**src/rtl/cmp_ctrl_pkg.sv**
```systemverilog
package cmp_ctrl_pkg;
  localparam int REG_W    = 8;
  localparam int BIT_DIS  = 7;
  localparam int BIT_REF  = 6;
  localparam int BIT_STAT = 5;
  localparam int BIT_FLAG = 4;
  localparam int BIT_IE   = 3;
  localparam int BIT_MUX  = 2;

  typedef enum logic [1:0] {
    TRIG_ANY  = 2'b00,
    TRIG_NONE = 2'b01,
    TRIG_FALL = 2'b10,
    TRIG_RISE = 2'b11
  } trig_e;

  typedef struct packed {
    logic  cfgWr;
    logic  flagClr;
    logic  dis;
    logic  refSel;
    logic  ie;
    logic  mux;
    trig_e trig;
  } ctl_strobe_t;
endpackage

```
**src/rtl/cmp_ctrl_ctl.sv**
```systemverilog
module cmp_ctrl_ctl
  import cmp_ctrl_pkg::*;
(
  input  logic             selHit,
  input  logic             wrEn,
  input  logic [REG_W-1:0] wrData,
  input  logic             vecAck,
  output ctl_strobe_t      strb
);
  logic wrHit;
  logic unusedStatusWr;

  assign wrHit          = selHit & wrEn;
  assign unusedStatusWr = wrData[BIT_STAT];

  always_comb begin
    strb.cfgWr   = wrHit;
    strb.flagClr = vecAck | (wrHit & wrData[BIT_FLAG]);
    strb.dis     = wrData[BIT_DIS];
    strb.refSel  = wrData[BIT_REF];
    strb.ie      = wrData[BIT_IE];
    strb.mux     = wrData[BIT_MUX];
    strb.trig    = trig_e'(wrData[1:0]);
  end
endmodule

```
**src/rtl/cmp_ctrl_dp.sv**
```systemverilog
module cmp_ctrl_dp
  import cmp_ctrl_pkg::*;
#(
  parameter int SYNC_STAGES = 2
) (
  input  logic             clk,
  input  logic             rstN,
  input  ctl_strobe_t      strb,
  input  logic             cmpRaw,
  input  logic             selHit,
  input  logic             globalIe,
  input  logic             adcOn,
  output logic [REG_W-1:0] rdData,
  output logic             irqReq,
  output logic             pwrDown,
  output logic             refSel,
  output logic             negSelMux,
  output logic             flagQ,
  output logic             statusQ
);
  localparam int LAST = SYNC_STAGES - 1;

  logic                   disQ, refQ, ieQ, muxQ;
  trig_e                  trigQ;
  logic [SYNC_STAGES-1:0] syncQ;
  logic                   histQ;
  logic                   riseEv, fallEv, evHit;

  always_ff @(posedge clk or negedge rstN) begin
    if (!rstN) begin
      disQ  <= 1'b0;
      refQ  <= 1'b0;
      ieQ   <= 1'b0;
      muxQ  <= 1'b0;
      trigQ <= TRIG_ANY;
    end else if (strb.cfgWr) begin
      disQ  <= strb.dis;
      refQ  <= strb.refSel;
      ieQ   <= strb.ie;
      muxQ  <= strb.mux;
      trigQ <= strb.trig;
    end
  end

  for (genvar g = 0; g < SYNC_STAGES; g++) begin : gSync
    logic dIn;
    if (g == 0) begin : gFirst
      assign dIn = cmpRaw;
    end else begin : gNext
      assign dIn = syncQ[g-1];
    end
    always_ff @(posedge clk or negedge rstN) begin
      if (!rstN)      syncQ[g] <= 1'b0;
      else if (!disQ) syncQ[g] <= dIn;
    end
  end

  assign statusQ = syncQ[LAST];

  always_ff @(posedge clk or negedge rstN) begin
    if (!rstN)      histQ <= 1'b0;
    else if (!disQ) histQ <= statusQ;
  end

  assign riseEv = statusQ & ~histQ;
  assign fallEv = ~statusQ & histQ;

  always_comb begin
    unique case (trigQ)
      TRIG_ANY:  evHit = riseEv | fallEv;
      TRIG_NONE: evHit = 1'b0;
      TRIG_FALL: evHit = fallEv;
      TRIG_RISE: evHit = riseEv;
      default:   evHit = 1'b0;
    endcase
    evHit = evHit & ~disQ;
  end

  always_ff @(posedge clk or negedge rstN) begin
    if (!rstN)             flagQ <= 1'b0;
    else if (evHit)        flagQ <= 1'b1;
    else if (strb.flagClr) flagQ <= 1'b0;
  end

  assign rdData    = selHit ? {disQ, refQ, statusQ, flagQ, ieQ, muxQ, trigQ} : '0;
  assign irqReq    = flagQ & ieQ & globalIe;
  assign pwrDown   = disQ;
  assign refSel    = refQ;
  assign negSelMux = muxQ & ~adcOn;
endmodule

```
**src/rtl/cmp_ctrl_reg.sv**
```systemverilog
module cmp_ctrl_reg
  import cmp_ctrl_pkg::*;
#(
  parameter int SYNC_STAGES = 2
) (
  input  logic       clk,
  input  logic       rstN,
  input  logic       selHit,
  input  logic       wrEn,
  input  logic [7:0] wrData,
  output logic [7:0] rdData,
  input  logic       cmpRaw,
  input  logic       globalIe,
  input  logic       adcOn,
  input  logic       vecAck,
  output logic       irqReq,
  output logic       pwrDown,
  output logic       refSel,
  output logic       negSelMux
);
  ctl_strobe_t strb;
  logic        flagQ;
  logic        statusQ;

  cmp_ctrl_ctl i_ctl (
    .selHit (selHit),
    .wrEn   (wrEn),
    .wrData (wrData),
    .vecAck (vecAck),
    .strb   (strb)
  );

  cmp_ctrl_dp #(.SYNC_STAGES(SYNC_STAGES)) i_dp (
    .clk       (clk),
    .rstN      (rstN),
    .strb      (strb),
    .cmpRaw    (cmpRaw),
    .selHit    (selHit),
    .globalIe  (globalIe),
    .adcOn     (adcOn),
    .rdData    (rdData),
    .irqReq    (irqReq),
    .pwrDown   (pwrDown),
    .refSel    (refSel),
    .negSelMux (negSelMux),
    .flagQ     (flagQ),
    .statusQ   (statusQ)
  );
endmodule

```
**config.mk**
```make
export PLATFORM = sky130hd
export DESIGN_NAME = cmp_ctrl_reg
export DESIGN_NICKNAME = d
export VERILOG_FILES = /design/src/rtl/cmp_ctrl_pkg.sv /design/src/rtl/cmp_ctrl_ctl.sv /design/src/rtl/cmp_ctrl_dp.sv /design/src/rtl/cmp_ctrl_reg.sv
export SDC_FILE = /design/constraint.sdc
export NUM_CORES = 1
export LEC_CHECK = 0
export BUFFER_PORTS_ARGS = -buffer_cell sky130_fd_sc_hd__buf_2
export CAP_MARGIN = 20
export CORE_MARGIN = 2
export CORE_UTILIZATION = 30
export DETAILED_ROUTE_END_ITERATION = 7
export GPL_ROUTABILITY_DRIVEN = 1
export GPL_TIMING_DRIVEN = 0
export PLACE_DENSITY_LB_ADDON = 0.08
export SLEW_MARGIN = 40
export SYNTH_ARGS = -nofsm -noshare
export SYNTH_HDL_FRONTEND = slang
export SYNTH_SLANG_ARGS = --single-unit
```
**constraint.sdc**
```tcl
create_clock -name clk -period 1.3 [get_ports clk]
set_input_delay 0.13 -clock clk [delete_from_list [all_inputs] [get_ports clk]]
set_output_delay 0.13 -clock clk [all_outputs]
set_load 0.03 [all_outputs]
```
==> impl_metrics.tcl, run 1 <==
set metrics [dict create \
    yosysMostFrequentCell "dfrtp_1" \
    p_sw_share_pct 33.78 \
    wire_per_inst_um 11.55 \
    htree_levels 1 \
    run_status "complete, no violations" \
    pre_cts_slack_ns 0.08504 \
    die_h_um 45.00 \
    ant_nets 0 \
    synthArstFlopShare_pct 100.0 \
    internal_power_w 0.0007059 \
    cts_root_buffer "clkbuf_4" \
    synth_xor_area_share_pct 0 \
    dp.cells 83 \
    endpoint "rdData[7]" \
    synth_area_per_cell_sq_um 12.30 \
    synth_seq_cells 10 \
    rr_endpoint "i_dp.flagQ$_DFFE_PN0P_" \
    drt_wl_total_um 1016 \
    pwr-share-seq_pct 40.8 \
    clk_pin_slew_ns 0.07 \
    r2r_slack_ns 0.08 \
    placed_cell_area_sq_um 654.4 \
    total_power_w 0.001066 \
    die_area_sq_um 2025 \
    finalSetupTns_ns 0 \
    n_antenna_cell 0 \
    cts_buffers 3 \
    via_per_inst 4.682 \
    critPathLaunch "i_dp.pwrDown$_DFFE_PN0N_" \
    firstDrtPassIters 2 \
    netlist_instances 41 \
    yosysWarnings 0 \
    cp_max_fo 8 \
    fin_skew_ns 0.009689 \
    power_frac_clock_pct 26.4 \
    synthAdderAreaFrac_pct 4.963 \
    combPwrFrac_pct 32.7 \
    irDropWorstVdd_mv 0.7077 \
    worst-setup-path-type "reg -> out" \
    synth_edf_count 0 \
    powerDensity_nw_per_um2 1513 \
    die_w_um 45.00 \
    synth_compound_area_share_pct 2.978 \
    crit_path_end_kind "output port" \
    p_leak_nw 0.3702 \
    rows 14 \
    yosysUniqueCellTypes 14 \
    grt_max_degree 11 \
    overflow 0 \
    ys_top_cells_by_count "dfrtp_1, mux2_2, and2_2" \
    num_vias 412 \
    synth_top_cell_by_area "dfrtp_1" \
    clock_latency_ns 0.27 \
    antenna_found_initial 0 \
    rsz0062_at_grt "false" \
    tritoncts "yes" \
    io_buffers 26 \
    synthTopCellsByArea "dfrtp_1, mux2_2, and2_2, ha_1, nand2_4" \
    ios 28 \
    fin_ws_ns 0.06971 \
    final_cells 88 \
    globalRouteTotalUtil_pct 11.92 \
    synth_top_area_share_pct 49.63 \
    finalCritPeriodShare_pct 94.64 \
    synth_fp_nets 59 \
    start_util_pct 32.71 \
    synthFlopType "dfrtp_1" \
    fin_crit_ns 1.230 \
    grt_pass1_vias 361 \
    gp_congestion 0.6376 \
    coreArea_sq_um 1541 \
    cts_buffer_depth 2 \
    syn_area_sq_um 504.2 \
    drv_slew 0 \
    synth_seq_area_share_pct 49.63 \
    setup_violations 0 \
    hold_viol_final 0 \
    worstHoldPathType "in -> reg" \
    drt-initial-drc-count 1 \
    drive_above_1_share_pct 69.44 \
    reg2reg_depth 5 \
    relSlewSlack_pct 85.00 \
    hp-start "wrData[6]" \
    tightest_slew_ns 0.2251 \
    synth_top_family_by_area "simple AND/OR/NAND/NOR gates" \
    worstPathRequired_ns 1.17 \
    syn2layout_area_growth_pct 39.70 \
    r2r-start "i_dp.histQ$_DFFE_PN0N_" \
    cap_violations 0 \
    max_freq_mhz 812.8 \
    route.detailed.drc 0 \
    start_kind "register" \
    netSwitchingPower_w 0.0003601 \
    arrival_ns 1.10 \
    synth-simple-area-share_pct 20.84 \
    grt_pass1_wl_um 1642 \
    clock-sinks 10 \
    synthMuxAreaShare_pct 20.10 \
    final_area_sq_um 704.4 \
    nets 91 \
]
==> kinds of logic after synthesis <==
| family | Yosys count |
|---|---|
| AND/OR/NAND/NOR | 15 |
| flip-flops | 10 |
| multiplexers | 9 |
| buffers and inverters | 2 |
| AO/OA/AOI/OAI | 3 |
| adder cells (fa/ha/maj) | 2 |
==> how the worst min path moves through the flow <==
stage	end	slack, ns	depth (start not counted)
4_1_cts	i_dp.refSel$_DFFE_PN0N_	0.08	2
6_report	i_dp.refSel$_DFFE_PN0N_	0.09	2
3_3_place_gp	i_dp.gSync[1].dIn$_DFFE_PN0N_	0.006	1
5_1_grt	i_dp.muxQ$_DFFE_PN0N_	0.09	2
3_5_place_dp	i_dp.gSync[1].dIn$_DFFE_PN0N_	0.005	1
2_1_floorplan	i_dp.flagQ$_DFFE_PN0P_	-0.17	0
==> registers in the layout, indices dropped and copies added, names as in the netlist <==
register and flops:
i_dp.statusQ 1, i_dp.muxQ 1, i_dp.flagQ 1, i_dp.ieQ 1
i_dp.gSync.dIn 1, i_dp.trigQ 2, i_dp.pwrDown 1, i_dp.histQ 1
i_dp.refSel 1
==> per-stage QoR <==
| step | util [%] | hold slack (ns) |
|---|---|---|
| floorplan | - | -0.1656 |
| global placement | 42.45 | 0.006306 |
| detailed placement | 42.45 | 0.004509 |
| CTS | 45.45 | 0.08411 |
| global route | 45.70 | 0.09420 |
| finish | 45.70 | 0.08866 |
==> cell usage in the layout (no fill, tap or decap) <==
master         count
nand3_1            1
inv_1              1
o21ai_0            2
nand3b_1           1
a21oi_2            1
dfrtp_1           10
nor3_1             1
and2_2             8
nor2b_1            1
nand2_4            1
clkbuf_4           3
and3_1             1
ha_1               2
buf_2             26
mux2_2             9
nand2_1            1
inv_2              1
dlygate4sd3_1      1
clkbuf_8           1
==> what timing repair did <==
action                                  4_1_cts  5_1_grt
endpoints found under the setup margin        0        1
setup buffers                                 0        0
hold endpoints to repair                     10        0
gates resized for setup                       0        2
hold buffers                                  1        0
==> layout make-up <==
cell class	count	area, sq um
tap	16	20.02
clock buffer	4	36.28
timing repair buffer	27	140.1
multi-input combinational	29	250.2
inverter	2	7.507
sequential	10	250.2
fill	152	837.1
==> metal layers <==
| metal | share of wire [%] | GRT usage (%) | wire, um |
|---|---|---|---|
| met3 | 6.9 | 6.000 | 70 |
| met1 | 46 | 15.44 | 469 |
| met2 | 46 | 16.00 | 468 |
| met4 | 0.79 | 6.471 | 8 |
| met5 | 0 | 0 | 0 |
==> power by group through the flow <==
stage	Combinational [W]	Sequential [W]	Clock, W
finish	0.000349	0.000435	0.000282
global route	0.000384	0.000451	0.000298
CTS	0.000348	0.000433	0.000291
detailed placement	0.000343	0.000439	0
global placement	0.000332	0.000440	0
floorplan	0.000226	0.000445	0
==> worst max-delay path: stages, from the launching register on <==
cell and delay [ns]:
dfrtp_1 0.45, and2_2 0.22, buf_2 0.17
Power figures use the tool's default switching activity.
==> run 2, diff against run 1 <==
--- a/config.mk
+++ b/config.mk
@@ -7,6 +7,8 @@
 export LEC_CHECK = 0
 export BUFFER_PORTS_ARGS = -buffer_cell sky130_fd_sc_hd__buf_2
 export CAP_MARGIN = 20
+export CELL_PAD_IN_SITES_DETAIL_PLACEMENT = 1
+export CELL_PAD_IN_SITES_GLOBAL_PLACEMENT = 1
 export CORE_MARGIN = 2
 export CORE_UTILIZATION = 30
 export DETAILED_ROUTE_END_ITERATION = 7
==> run 2 against run 1 <==
Die area did not move. Flip-flop and latch count is the same. Routed wire length increased by 5.0%. Cell count decreased by 1.1%. Hold slack improved by 0.010 ns. Setup slack better by 0.0075 ns. Core utilization is 1.1 points lower. Count of clock-buffer cells in the layout fell by 1. Via count stayed put.
==> impl_metrics.tcl, run 2 (synthesized netlist as in run 1, its figures left out) <==
set metrics [dict create \
    ios 28 \
    fin_skew_ns 0.002425 \
    syn2layout_area_growth_pct 36.23 \
    arrival_ns 1.09 \
    route.detailed.drc 0 \
    reg2reg_depth 5 \
    fin_ws_ns 0.07717 \
    globalRouteTotalUtil_pct 12.15 \
    final_cells 87 \
    rsz0062_at_grt "false" \
    grt_pass1_vias 399 \
    pre_cts_slack_ns 0.08865 \
    antenna_found_initial 0 \
    p_leak_nw 0.3624 \
    fin_crit_ns 1.223 \
    run_status "complete, no violations" \
    tightest_slew_ns 0.2300 \
    relSlewSlack_pct 84.67 \
    nets 91 \
    start_kind "register" \
    clock_latency_ns 0.26 \
    htree_levels 1 \
    finalSetupTns_ns 0 \
    largest_reg_flops 2 \
    drt-initial-drc-count 1 \
    gp_congestion 0.6308 \
    hpwlAfterDp_um 838.9 \
    via_per_inst 4.736 \
    setup_violations 0 \
    worst-setup-path-type "reg -> out" \
    hold_ws_ns 0.09899 \
    cts_buffers 3 \
    grt_max_degree 11 \
    coreArea_sq_um 1541 \
    tritoncts "yes" \
    overflow 0 \
    rows 14 \
    post_cts_buffers 0 \
    n_antenna_cell 0 \
    top_register "i_dp.trigQ" \
    final_common_cell "buf_2" \
    min_path_cells 2 \
    die_w_um 45.00 \
    drv_slew 0 \
    ant_nets 0 \
    worstHoldPathType "in -> reg" \
    cts_buffer_depth 2 \
    finalCritPeriodShare_pct 94.06 \
    drive_above_1_share_pct 67.61 \
    max_freq_mhz 817.8 \
    cts_root_buffer "clkbuf_4" \
    hold_viol_final 0 \
    dp.cells 83 \
    irDropWorstVdd_mv 0.6377 \
    crit_path_end_kind "output port" \
    start_util_pct 32.71 \
    cap_violations 0 \
    layout_common_cells "buf_2, dfrtp_1, mux2_2" \
    cp_max_fo 8 \
    worstPathRequired_ns 1.17 \
    clock-sinks 10 \
    grt_pass1_wl_um 1752 \
    num_vias 412 \
    drt_wl_total_um 1067 \
    clk_pin_slew_ns 0.07 \
    wire_per_inst_um 12.26 \
    firstDrtPassIters 4 \
    powerDensity_nw_per_um2 1433 \
    io_buffers 26 \
    die_area_sq_um 2025 \
    die_h_um 45.00 \
]
[run 2: worst paths after layout]
kind / start / to / slack [ns]
setup / recovery: i_dp.pwrDown$_DFFE_PN0N_ / rdData[7] / 0.08
hold / removal: wrData[1] / i_dp.trigQ[1]$_DFFE_PN0N_ / 0.1
setup reg to reg: i_dp.statusQ$_DFFE_PN0N_ / i_dp.flagQ$_DFFE_PN0P_ / 0.10
hold reg to reg: i_dp.gSync[1].dIn$_DFFE_PN0N_ / i_dp.gSync[1].dIn$_DFFE_PN0N_ / 0.51
max in group asynchronous: rstN / i_dp.ieQ$_DFFE_PN0N_ / 0.85
min in group asynchronous: rstN / i_dp.gSync[1].dIn$_DFFE_PN0N_ / 0.26
[run 2: where the power goes]
group	internal, W	switching [W]
logic	0.000153	0.000187
clock network	0.000107	0.000101
registers	0.000379	0.0000579
total	0.000638	0.000346
[run 2: area by class of cell]
cell class / count / area [sq um]
Inverter: 2 / 7.507
Multi-Input combinational cell: 29 / 246.5
Clock buffer: 3 / 22.52
Sequential cell: 10 / 250.2
Timing Repair Buffer: 27 / 140.1
Fill cell: 188 / 854.6
Tap cell: 16 / 20.02
[run 2: critical path, stage by stage, from the launching register on]
cell,delay [ns]
dfrtp_1,0.45
and2_2,0.22
buf_2,0.17
[run 2: routing by layer]
metal / part of all wire, % / vias up / track usage [%]
met1: 43 / 191 / 16.88
met4: 0.75 / 0 / 3.529
li1: - / 201 / -
met5: 0 / - / 0
met3: 7.2 / 2 / 2.400
met2: 49 / 18 / 19.14
[run 2: what timing repair did]
item / in CTS / in global routing
gates resized for setup: 0 / 1
endpoints found under the setup margin: 0 / 1
endpoints found under the hold margin: 10 / 0
hold buffers: 1 / 0
[run 2: metrics by stage]
stage          total power [W]  cell area, sq um  util [%]
5_1_grt               0.001063             686.9     44.56
2_1_floorplan        0.0006708             504.2         -
3_5_place_dp         0.0007837             654.4     42.45
3_3_place_gp         0.0007755             654.4     42.45
4_1_cts              0.0009975             686.9     44.56
6_report             0.0009844             686.9     44.56
